===== config.mk =====
export PLATFORM = sky130hd
export DESIGN_NAME = irq_level_arb
export DESIGN_NICKNAME = d
export VERILOG_FILES = /design/src/rtl/irq_arb_pkg.sv /design/src/rtl/irq_fld_op.sv /design/src/rtl/irq_ctl_decode.sv /design/src/rtl/irq_lvl_pick.sv /design/src/rtl/irq_devmap.sv /design/src/rtl/irq_level_arb.sv
export SDC_FILE = /design/constraint.sdc
export NUM_CORES = 1
export LEC_CHECK = 0
export ABC_AREA = 1
export BUFFER_PORTS_ARGS = -buffer_cell sky130_fd_sc_hd__clkbuf_2
export CAP_MARGIN = 10
export CORE_MARGIN = 4
export CORE_UTILIZATION = 59
export CTS_BUF_LIST = sky130_fd_sc_hd__clkbuf_8
export CTS_CLUSTER_SIZE = 20
export DETAILED_ROUTE_END_ITERATION = 6
export MAX_ROUTING_LAYER = met4
export PLACE_DENSITY_LB_ADDON = 0.25
export RECOVER_POWER = 25
export SLEW_MARGIN = 20
export SYNTH_ARGS = -nofsm -noshare
export SYNTH_HDL_FRONTEND = slang
export SYNTH_SLANG_ARGS = --single-unit

===== constraint.sdc =====
create_clock -name clk -period 3.7 [get_ports clk]
set_clock_uncertainty 0.15 [all_clocks]
set_input_delay 0.37 -clock clk [delete_from_list [all_inputs] [get_ports clk]]
set_output_delay 0.37 -clock clk [all_outputs]
set_load 0.05 [all_outputs]

===== src/rtl/irq_arb_pkg.sv =====
package irq_arb_pkg;

    typedef enum logic [1:0] {
        FLD_KEEP = 2'd0,
        FLD_SET  = 2'd1,
        FLD_CLR  = 2'd2,
        FLD_FLIP = 2'd3
    } fld_op_e;

    typedef enum logic [1:0] {
        ICTL_NONE    = 2'd0,
        ICTL_ENABLE  = 2'd1,
        ICTL_DISABLE = 2'd2,
        ICTL_DISARM  = 2'd3
    } ictl_e;

    typedef enum logic {
        ST_IDLE  = 1'b0,
        ST_REPLY = 1'b1
    } ack_state_e;

endpackage


===== src/rtl/irq_fld_op.sv =====
module irq_fld_op
    import irq_arb_pkg::*;
(
    input  logic [1:0] op,
    input  logic       old_bit,
    output logic       new_bit
);
    always_comb begin
        unique case (fld_op_e'(op))
            FLD_KEEP: new_bit = old_bit;
            FLD_SET:  new_bit = 1'b1;
            FLD_CLR:  new_bit = 1'b0;
            FLD_FLIP: new_bit = ~old_bit;
            default:  new_bit = old_bit;
        endcase
    end
endmodule


===== src/rtl/irq_ctl_decode.sv =====
module irq_ctl_decode
    import irq_arb_pkg::*;
(
    input  logic [1:0] code,
    input  logic       prev_armed,
    output logic [1:0] en_op,
    output logic       drop_req,
    output logic       armed
);
    always_comb begin
        en_op    = FLD_KEEP;
        drop_req = 1'b0;
        armed    = prev_armed;
        unique case (ictl_e'(code))
            ICTL_NONE: begin
                en_op = FLD_KEEP;
                armed = prev_armed;
            end
            ICTL_ENABLE: begin
                en_op = FLD_SET;
                armed = 1'b1;
            end
            ICTL_DISABLE: begin
                en_op = FLD_CLR;
                armed = 1'b1;
            end
            ICTL_DISARM: begin
                en_op    = FLD_CLR;
                drop_req = 1'b1;
                armed    = 1'b0;
            end
            default: begin
                en_op = FLD_KEEP;
            end
        endcase
    end
endmodule


===== src/rtl/irq_lvl_pick.sv =====
module irq_lvl_pick #(
    parameter int W = 32,
    localparam int POS_W = (W > 1) ? $clog2(W) : 1
) (
    input  logic [W-1:0]     vec,
    output logic             any,
    output logic [POS_W-1:0] pos
);
    always_comb begin
        pos = '0;
        for (int i = W - 1; i >= 0; i--) begin
            if (vec[i]) pos = POS_W'(i);
        end
        any = |vec;
    end
endmodule


===== src/rtl/irq_devmap.sv =====
module irq_devmap #(
    parameter int ENTRIES = 64,
    parameter int DEV_W   = 8,
    localparam int AW = (ENTRIES > 1) ? $clog2(ENTRIES) : 1
) (
    input  logic             clk,
    input  logic             we,
    input  logic [AW-1:0]    waddr,
    input  logic [DEV_W-1:0] wdata,
    input  logic [AW-1:0]    raddr,
    output logic [DEV_W-1:0] rdata
);
    logic [DEV_W-1:0] mem [ENTRIES];

    always_ff @(posedge clk) begin
        if (we) mem[waddr] <= wdata;
    end

    assign rdata = mem[raddr];
endmodule


===== src/rtl/irq_level_arb.sv =====
module irq_level_arb
    import irq_arb_pkg::*;
#(
    parameter int NUM_LVL = 2,
    parameter int LVL_W   = 32,
    parameter int DEV_W   = 8,
    localparam int NUM_SRC = NUM_LVL * LVL_W,
    localparam int IDX_W   = $clog2(NUM_SRC)
) (
    input  logic               clk,
    input  logic               rst_n,
    input  logic [NUM_SRC-1:0] req_set,
    input  logic [NUM_SRC-1:0] req_clr,
    input  logic               ctl_valid,
    input  logic [IDX_W-1:0]   ctl_src,
    input  logic [1:0]         ctl_code,
    input  logic               ctl_prev_armed,
    output logic               ctl_armed,
    input  logic [1:0]         fld_op,
    input  logic               fld_old,
    output logic               fld_new,
    input  logic               tbl_we,
    input  logic [IDX_W-1:0]   tbl_addr,
    input  logic [DEV_W-1:0]   tbl_data,
    input  logic               ack,
    output logic               ack_valid,
    output logic [DEV_W-1:0]   ack_dev,
    output logic               irq
);
    localparam int POS_W = (LVL_W > 1) ? $clog2(LVL_W) : 1;

    logic [NUM_SRC-1:0] req_q, req_d, en_q, en_d, pend, req_drop;
    logic [NUM_LVL-1:0] lvl_any;
    logic [POS_W-1:0]   lvl_pos [NUM_LVL];
    logic               win_any;
    logic [IDX_W-1:0]   win_idx;
    logic [DEV_W-1:0]   map_rd, ack_dev_q;
    logic               irq_q;
    logic [1:0]         en_op;
    logic               drop_req, en_old, en_new;
    ack_state_e         state, state_d;

    assign pend = req_q & en_q;

    // per-level lowest-bit pickers
    for (genvar g = 0; g < NUM_LVL; g++) begin : g_lvl
        irq_lvl_pick #(.W(LVL_W)) pick_i (
            .vec (pend[g*LVL_W +: LVL_W]),
            .any (lvl_any[g]),
            .pos (lvl_pos[g])
        );
    end

    // lowest level with anything pending wins
    always_comb begin
        win_idx = '0;
        for (int l = NUM_LVL - 1; l >= 0; l--) begin
            if (lvl_any[l]) win_idx = IDX_W'(l * LVL_W + int'(lvl_pos[l]));
        end
        win_any = |lvl_any;
    end

    irq_devmap #(.ENTRIES(NUM_SRC), .DEV_W(DEV_W)) map_i (
        .clk   (clk),
        .we    (tbl_we),
        .waddr (tbl_addr),
        .wdata (tbl_data),
        .raddr (win_idx),
        .rdata (map_rd)
    );

    irq_ctl_decode dec_i (
        .code       (ctl_code),
        .prev_armed (ctl_prev_armed),
        .en_op      (en_op),
        .drop_req   (drop_req),
        .armed      (ctl_armed)
    );

    assign en_old = en_q[ctl_src];

    irq_fld_op en_fld_i (
        .op      (en_op),
        .old_bit (en_old),
        .new_bit (en_new)
    );

    irq_fld_op gen_fld_i (
        .op      (fld_op),
        .old_bit (fld_old),
        .new_bit (fld_new)
    );

    // next request / enable vectors
    always_comb begin
        en_d     = en_q;
        req_drop = '0;
        if (ctl_valid) begin
            en_d[ctl_src] = en_new;
            if (drop_req) req_drop[ctl_src] = 1'b1;
        end
        if (ack && win_any) req_drop[win_idx] = 1'b1;
        req_d = req_set | (req_q & ~req_clr & ~req_drop);
    end

    // acknowledge state register
    always_ff @(posedge clk) begin
        if (!rst_n) state <= ST_IDLE;
        else        state <= state_d;
    end

    always_comb begin
        unique case (state)
            ST_IDLE:  state_d = ack ? ST_REPLY : ST_IDLE;
            ST_REPLY: state_d = ack ? ST_REPLY : ST_IDLE;
            default:  state_d = ST_IDLE;
        endcase
    end

    // outputs from state
    always_comb begin
        unique case (state)
            ST_IDLE:  ack_valid = 1'b0;
            ST_REPLY: ack_valid = 1'b1;
            default:  ack_valid = 1'b0;
        endcase
    end

    // datapath registers
    always_ff @(posedge clk) begin
        if (!rst_n) begin
            req_q     <= '0;
            en_q      <= '0;
            irq_q     <= 1'b0;
            ack_dev_q <= '0;
        end else begin
            req_q     <= req_d;
            en_q      <= en_d;
            irq_q     <= win_any;
            ack_dev_q <= (ack && win_any) ? map_rd : '0;
        end
    end

    assign ack_dev = ack_dev_q;
    assign irq     = irq_q;
endmodule


Word level (Yosys, flattened, before mapping) --
Memory sizes are Yosys's and may differ from the RTL's. A register that Yosys moved wholly into a read port is not among the register bits. Cells that the tools add are included.
Storage, ports and cells: register bits 130, memories kept 1, output and inout bits 12, memory bits (writable) 512, logic and storage cells 127
Cells by class: equal/unequal tests 9, muxes and demuxes 85, reductions and logical operators 13, bitwise logic cells 10, order comparisons 4, $add $sub $neg 1
Memories:
- map_i.mem | depth 64, width 8, rd ports 1, clocked after Yosys merged registers in 1, write ports 1, line irq_devmap.sv:13 | logic [DEV_W-1:0] mem [ENTRIES];
Operators by type and width (number):
- 2-to-1 mux 5 bit | 64
- AND 64 bit | 3
- 2-to-1 mux 64 bit | 3
- inverter 64 bit | 2
- bitwise OR 64 bit | 2
- bitwise mux 64 bit | 1
- OR reduction 32 bit | 2
- OR reduction 64 bit | 1
- less-than comparator 6 x 7 -> 1 bit (second input constant) | 2
- demux 1 bit (select 6 bit) | 2
- equality test 2 bit (second input constant) | 6
- greater-or-equal comparator 6 x 1 -> 1 bit (second input constant) | 2
- 2-to-1 mux 6 bit | 2
- one-hot mux 1 bit (4 select lines) | 2
- 2-to-1 mux 1 bit | 7
- adder 6 x 5 -> 6 bit (first input constant) | 1
- binary-select mux 1 bit (select 6 bit) | 1
- equality test 2 x 1 -> 1 bit (second input constant) | 3
- logical NOT 2 bit | 3
- one-hot mux 2 bit (3 select lines) | 1
- OR reduction 2 bit | 2
- logical AND 1 bit | 3
- inverter 1 bit | 3
- one-hot mux 1 bit (3 select lines) | 1
- other kinds (3) | 3

Longest topological paths before layout --
depth in word-level cells 45, mapped depth 46, gate-level depth less buffers 45

By module --
Synthesis repeated with hierarchy kept, for this count alone.
Unflattened totals: cells, all modules 3376, area, all modules 30146.4 um^2
By module, submodules not included:
- irq_devmap | cells each 1797, area each 21179.1 um^2, seq. area each 15374.7 um^2, times used 1
- irq_level_arb | cells each 1343, area each 7908.8 um^2, seq. area each 2762.6 um^2, times used 1
- irq_lvl_pick | cells each 107, area each 470.5 um^2, seq. area each 0.0 um^2, times used 2
- irq_ctl_decode | cells each 12, area each 80.1 um^2, seq. area each 0.0 um^2, times used 1
- irq_fld_op | cells each 5, area each 18.8 um^2, seq. area each 0.0 um^2, times used 2

Least setup slack after synthesis --
No wires, ideal clock.
path kind reg-to-reg, from register en_q[62], to register ack_dev_q[1] (netlist: ack_dev[1]) (read register of map_i.mem), stages on the path, launching flop included 45, data required time 3.441 ns, buffers on the path 3, setup slack 0.689 ns, arrival 2.751 ns, cells stage by stage dfxtp_1 > nand2_1 > nand2_1 > nand2_1 > nand2_1 > nand2_1 > nand2_1 > nand2_1 > nand2_1 > nand2_1 > nand2_1 > nand2_1 > nand2_1 > nand2_1 > nand2_1 > nand2_1 > nand2_1 > nand2_1 > [... 9 more ...] > nand2_1 > nand2_1 > nand2_1 > nand2_1 > nand2_1 > nand2_4 > nand2_4 > buf_6 > buf_6 > buf_4 > nand3_1 > nand2_1 > nor2_1 > nand3_1 > nand3_1 > nand3_1 > nand2_1 > inv_1
On the way: word-level cells in the longest chain between the ends 35, elaborated cells between the ends (all ways) 40
Ends and longest elaborated chain:
- from (decl) | line irq_level_arb.sv:32 | logic [NUM_SRC-1:0] req_q, req_d, en_q, en_d, pend, req_drop;
- from (signal assigned) | line irq_level_arb.sv:138 | en_q <= en_d;
- AND 64 bit (*) | line irq_level_arb.sv:43 | assign pend = req_q & en_q;
- 2-to-1 mux 5 bit (31 in series) | line irq_lvl_pick.sv:12 | if (vec[i]) pos = POS_W'(i);
- adder 6 x 5 -> 6 bit | line irq_level_arb.sv:58 | if (lvl_any[l]) win_idx = IDX_W'(l * LVL_W + int'(lvl_pos[l]));
- 2-to-1 mux 6 bit (2 in series) | line irq_level_arb.sv:58
- to (decl) | line irq_level_arb.sv:37 | logic [DEV_W-1:0] map_rd, ack_dev_q;
Every way passes the cells marked *; elsewhere a longest branch is shown, timed or not. A chain may end at the register's enable or synchronous reset.

Worst setup path after layout --
from register en_q[63], to register ack_dev_q[5] (netlist: ack_dev[5]) (read register of map_i.mem)
On the way: word-level cells in the longest chain between the ends 36, elaborated cells between the ends (all ways) 41
Ends and longest elaborated chain (line):
- AND 64 bit (*) | irq_level_arb.sv:43
- 2-to-1 mux 5 bit (32 in series) | irq_lvl_pick.sv:12
- adder 6 x 5 -> 6 bit | irq_level_arb.sv:58
- 2-to-1 mux 6 bit (2 in series) | irq_level_arb.sv:58
Marked as above.

==> impl_metrics.env <==
export IMPL_status="finished with violations"
export IMPL_violations="design-rule violations, max-capacitance violations, max-slew violations, negative setup slack"
export IMPL_synth_top_cell_by_area="edfxtp_1"
export IMPL_synth_edf_count=512
export IMPL_antenna_found_initial=0
export IMPL_syn_area_mm2=0.0287
export IMPL_cts_inserted_buffers=103
export IMPL_clock_sinks=650
export IMPL_whs_ns=0.0800
export IMPL_nFillCells=3308
export IMPL_insertedDiodeCount=0
export IMPL_clk_pin_slew_worst_paths_ns=0.07
export IMPL_path_common_cell="nand2_1"
export IMPL_clkLatencyLatePin_ns=0.74
export IMPL_cts_tree="built"
export IMPL_grt_pass1_vias=24196
export IMPL_final_design_area_no_fill_mm2=0.0355
export IMPL_grtUsageTotal_pct=37.3
export IMPL_drc=3
export IMPL_vdd_ir_drop_max_v=0.000461
export IMPL_p_leak_uw=0.0150
export IMPL_drt_wl_total_um=97600
export IMPL_grt_first_pass_wirelength_um=145000
export IMPL_tightest_slew_ns=2.53
export IMPL_wl_per_cell_um=23.4
export IMPL_timing_final_ws_setup_ns=-0.0889
export IMPL_maxSlewViolCount=312
export IMPL_ys_ff_latch=650
export IMPL_syn_nets=3146
export IMPL_synth_area_leaders="edfxtp_1 54%, dfxtp_1 9.6%, nand2_1 8.0%, nand3_1 5.6%, nor2_1 5.5%"
export IMPL_cp_max_fo=8
export IMPL_portBuffers=170
export IMPL_syn_inst=2983
export IMPL_max_freq_mhz=264
export IMPL_ant_nets=0
export IMPL_synth_top_flop_cell="edfxtp_1"
export IMPL_top_usage_layer="met2"
export IMPL_io_pins=171
export IMPL_cellPowerDensity_mw_per_mm2=419
export IMPL_min_period_ns=3.79
export IMPL_worstPathArrival_ns=4.28
export IMPL_crit_path_end_kind="register"
export IMPL_met1_usage_pct=46.7
export IMPL_setup_violations_final=8
export IMPL_die_y_um=228
export IMPL_cts_root_buf="clkbuf_8"
export IMPL_dieWidth_um=228
export IMPL_cap_violations=7
export IMPL_first_pass_iters=7
export IMPL_met3_usage_pct=6.48
export IMPL_dp_cells=3830
export IMPL_start_util_pct=59.9
export IMPL_cp_data_required_time_ns=4.19
export IMPL_slowest_delay_ns=0.31
export IMPL_synth_warnings=0
export IMPL_num_rows=80
export IMPL_grt_start_max_net_pins=60
export IMPL_seq_area_mm2=0.0181
export IMPL_setup_tns_ns=-0.388
export IMPL_drive_gt1_share_pct=17.2
export IMPL_synth_common_cells="613 x nand2_1, 512 x edfxtp_1, 418 x nor2_1"
export IMPL_multi_input_area_mm2=0.00897
export IMPL_slowest_stage="dfxtp_1"
export IMPL_h_tree_depth=3
export IMPL_area_growth_pct=23.7
export IMPL_hold_class="in2reg"
export IMPL_dpl_cell_area_mm2=0.0315
export IMPL_drtIter0Drc=3068
export IMPL_post_route_period_util_pct=102
export IMPL_synth_area_per_cell_um2=9.61
export IMPL_grt_overflow_total=0
export IMPL_rsz0062_at_grt="yes"
export IMPL_synth_async_reset_ratio_pct=0
export IMPL_synth_cell_types=40
export IMPL_gp_congestion=0.988
export IMPL_clock_path_buffers=3
export IMPL_grt_met2_usage_pct=59.9
export IMPL_finalNonFillerCells=4168
export IMPL_fin_util_pct=74.1
export IMPL_via_per_inst=6.05
export IMPL_synth_top_area_share_pct=53.6
export IMPL_yosysMostFrequentCell="nand2_1"
export IMPL_dieArea_mm2=0.0522
export IMPL_final_nets=3635
export IMPL_coreArea_mm2=0.0478
export IMPL_crit_path_start_kind="register"
export IMPL_vias=25220
export IMPL_yosysSeqAreaShare_pct=63.3
export IMPL_hpwl_um=62200
export IMPL_criticalPathCategory="reg2reg"
export IMPL_hold_violations=0
export IMPL_maxSlewHeadroom_pct=-68.5
-- power breakdown --
group          total [µW]  switching, µW  leakage [µW]  internal (µW)
Sequential           8020           47.5       0.00574           7970
Combinational        1210            778       0.00815            435
Clock                5610           2880       0.00107           2730
Total               14800           3710        0.0150          11100
-- timing repair --
action                                  in CTS  in global routing
endpoints found under the setup margin      12                 47
pin swaps                                   14                 39
gates cloned                                 4                  4
gates resized for setup                     45                 96
hold endpoints to repair                    67                  1
hold buffers                               131                  1
buffers inserted                             5                  8
-- state kept, by name, summed over array words and instances (netlist names) --
name,count
ack_dev,8
en_q,64
irq,1
map_i.mem,512
req_q,64
state,1
-- stage by stage --
step | total power [µW] | setup WS (ns)
5_1_grt | 15300 | -0.446
3_5_place_dp | 9150 | -0.157
3_3_place_gp | 9140 | -0.134
2_1_floorplan | 8610 | 0.689
4_1_cts | 14800 | 0.00305
6_report | 14800 | -0.0889
-- cell type report --
| type | count | area share [%] |
|---|---|---|
| repair buffers | 522 | 12.5 |
| inverters | 342 | 3.64 |
| multi-input cells | 1853 | 25.3 |
| flip-flops and latches | 650 | 51.2 |
| clock buffers | 109 | 4.23 |
| clock inverters | 77 | 0.992 |
| well taps | 615 | 2.17 |
-- path summary, 6_finish.rpt --
| path | from | endpoint | slack, ns | depth (start not counted) |
|---|---|---|---|---|
| setup / recovery | en_q[63] | ack_dev[5] | -0.09 | 46 |
| hold / removal | ctl_src[3] | en_q[54] | 0.08 | 5 |
| hold reg to reg | req_q[54] | req_q[54] | 0.34 | 2 |
| setup reg to reg | en_q[63] | ack_dev[5] | -0.09 | 46 |
-- cells in the final DEF (no fill, tap or decap), types with 13 or more instances in the layout --
master and count:
inv_1 363, edfxtp_1 512, dlygate4sd3_1 130, o221ai_1 20
nand2_2 19, nand3_2 24, clkinv_1 31, buf_4 163
nor3_1 21, dfxtp_1 136, clkbuf_2 162, clkbuf_8 109
nand2_1 594, buf_12 30, a21oi_1 137, nor2_2 31
nor2_1 383, clkinv_2 13, o21ai_0 51, buf_6 15
nand4_1 113, o211ai_1 66, nand3_1 294
-- cells by family (layout without fill, tap and decap cells) --
family	count (synthesis)	after routing	share of synthesized area, %
AND/OR/NAND/NOR	1508	1509	22.5
buffers and inverters	481	1050	6.72
flip-flops	650	650	63.3
AO/OA/AOI/OAI	338	338	7.24
adder cells (fa/ha/maj)	4	4	0.175
multiplexers	2	2	0.0785
-- layer usage --
metal / share of wire, % / vias to the layer above / wire length [µm]
met1: 36 / 11910 / 35400
met3: 11 / 353 / 10300
met4: 5.7 / 0 / 5520
met5: 0 / - / 0
li1: - / 11216 / -
met2: 48 / 1741 / 46400
-- critical path: cells and delay by family (launching register included) --
kind                   cells  cell delay, ns
flip-flops                 1            0.31
buffers and inverters      4            0.39
AO/OA/AOI/OAI              1            0.07
AND/OR/NAND/NOR           41            2.77
(Power assumes the default switching activity.)
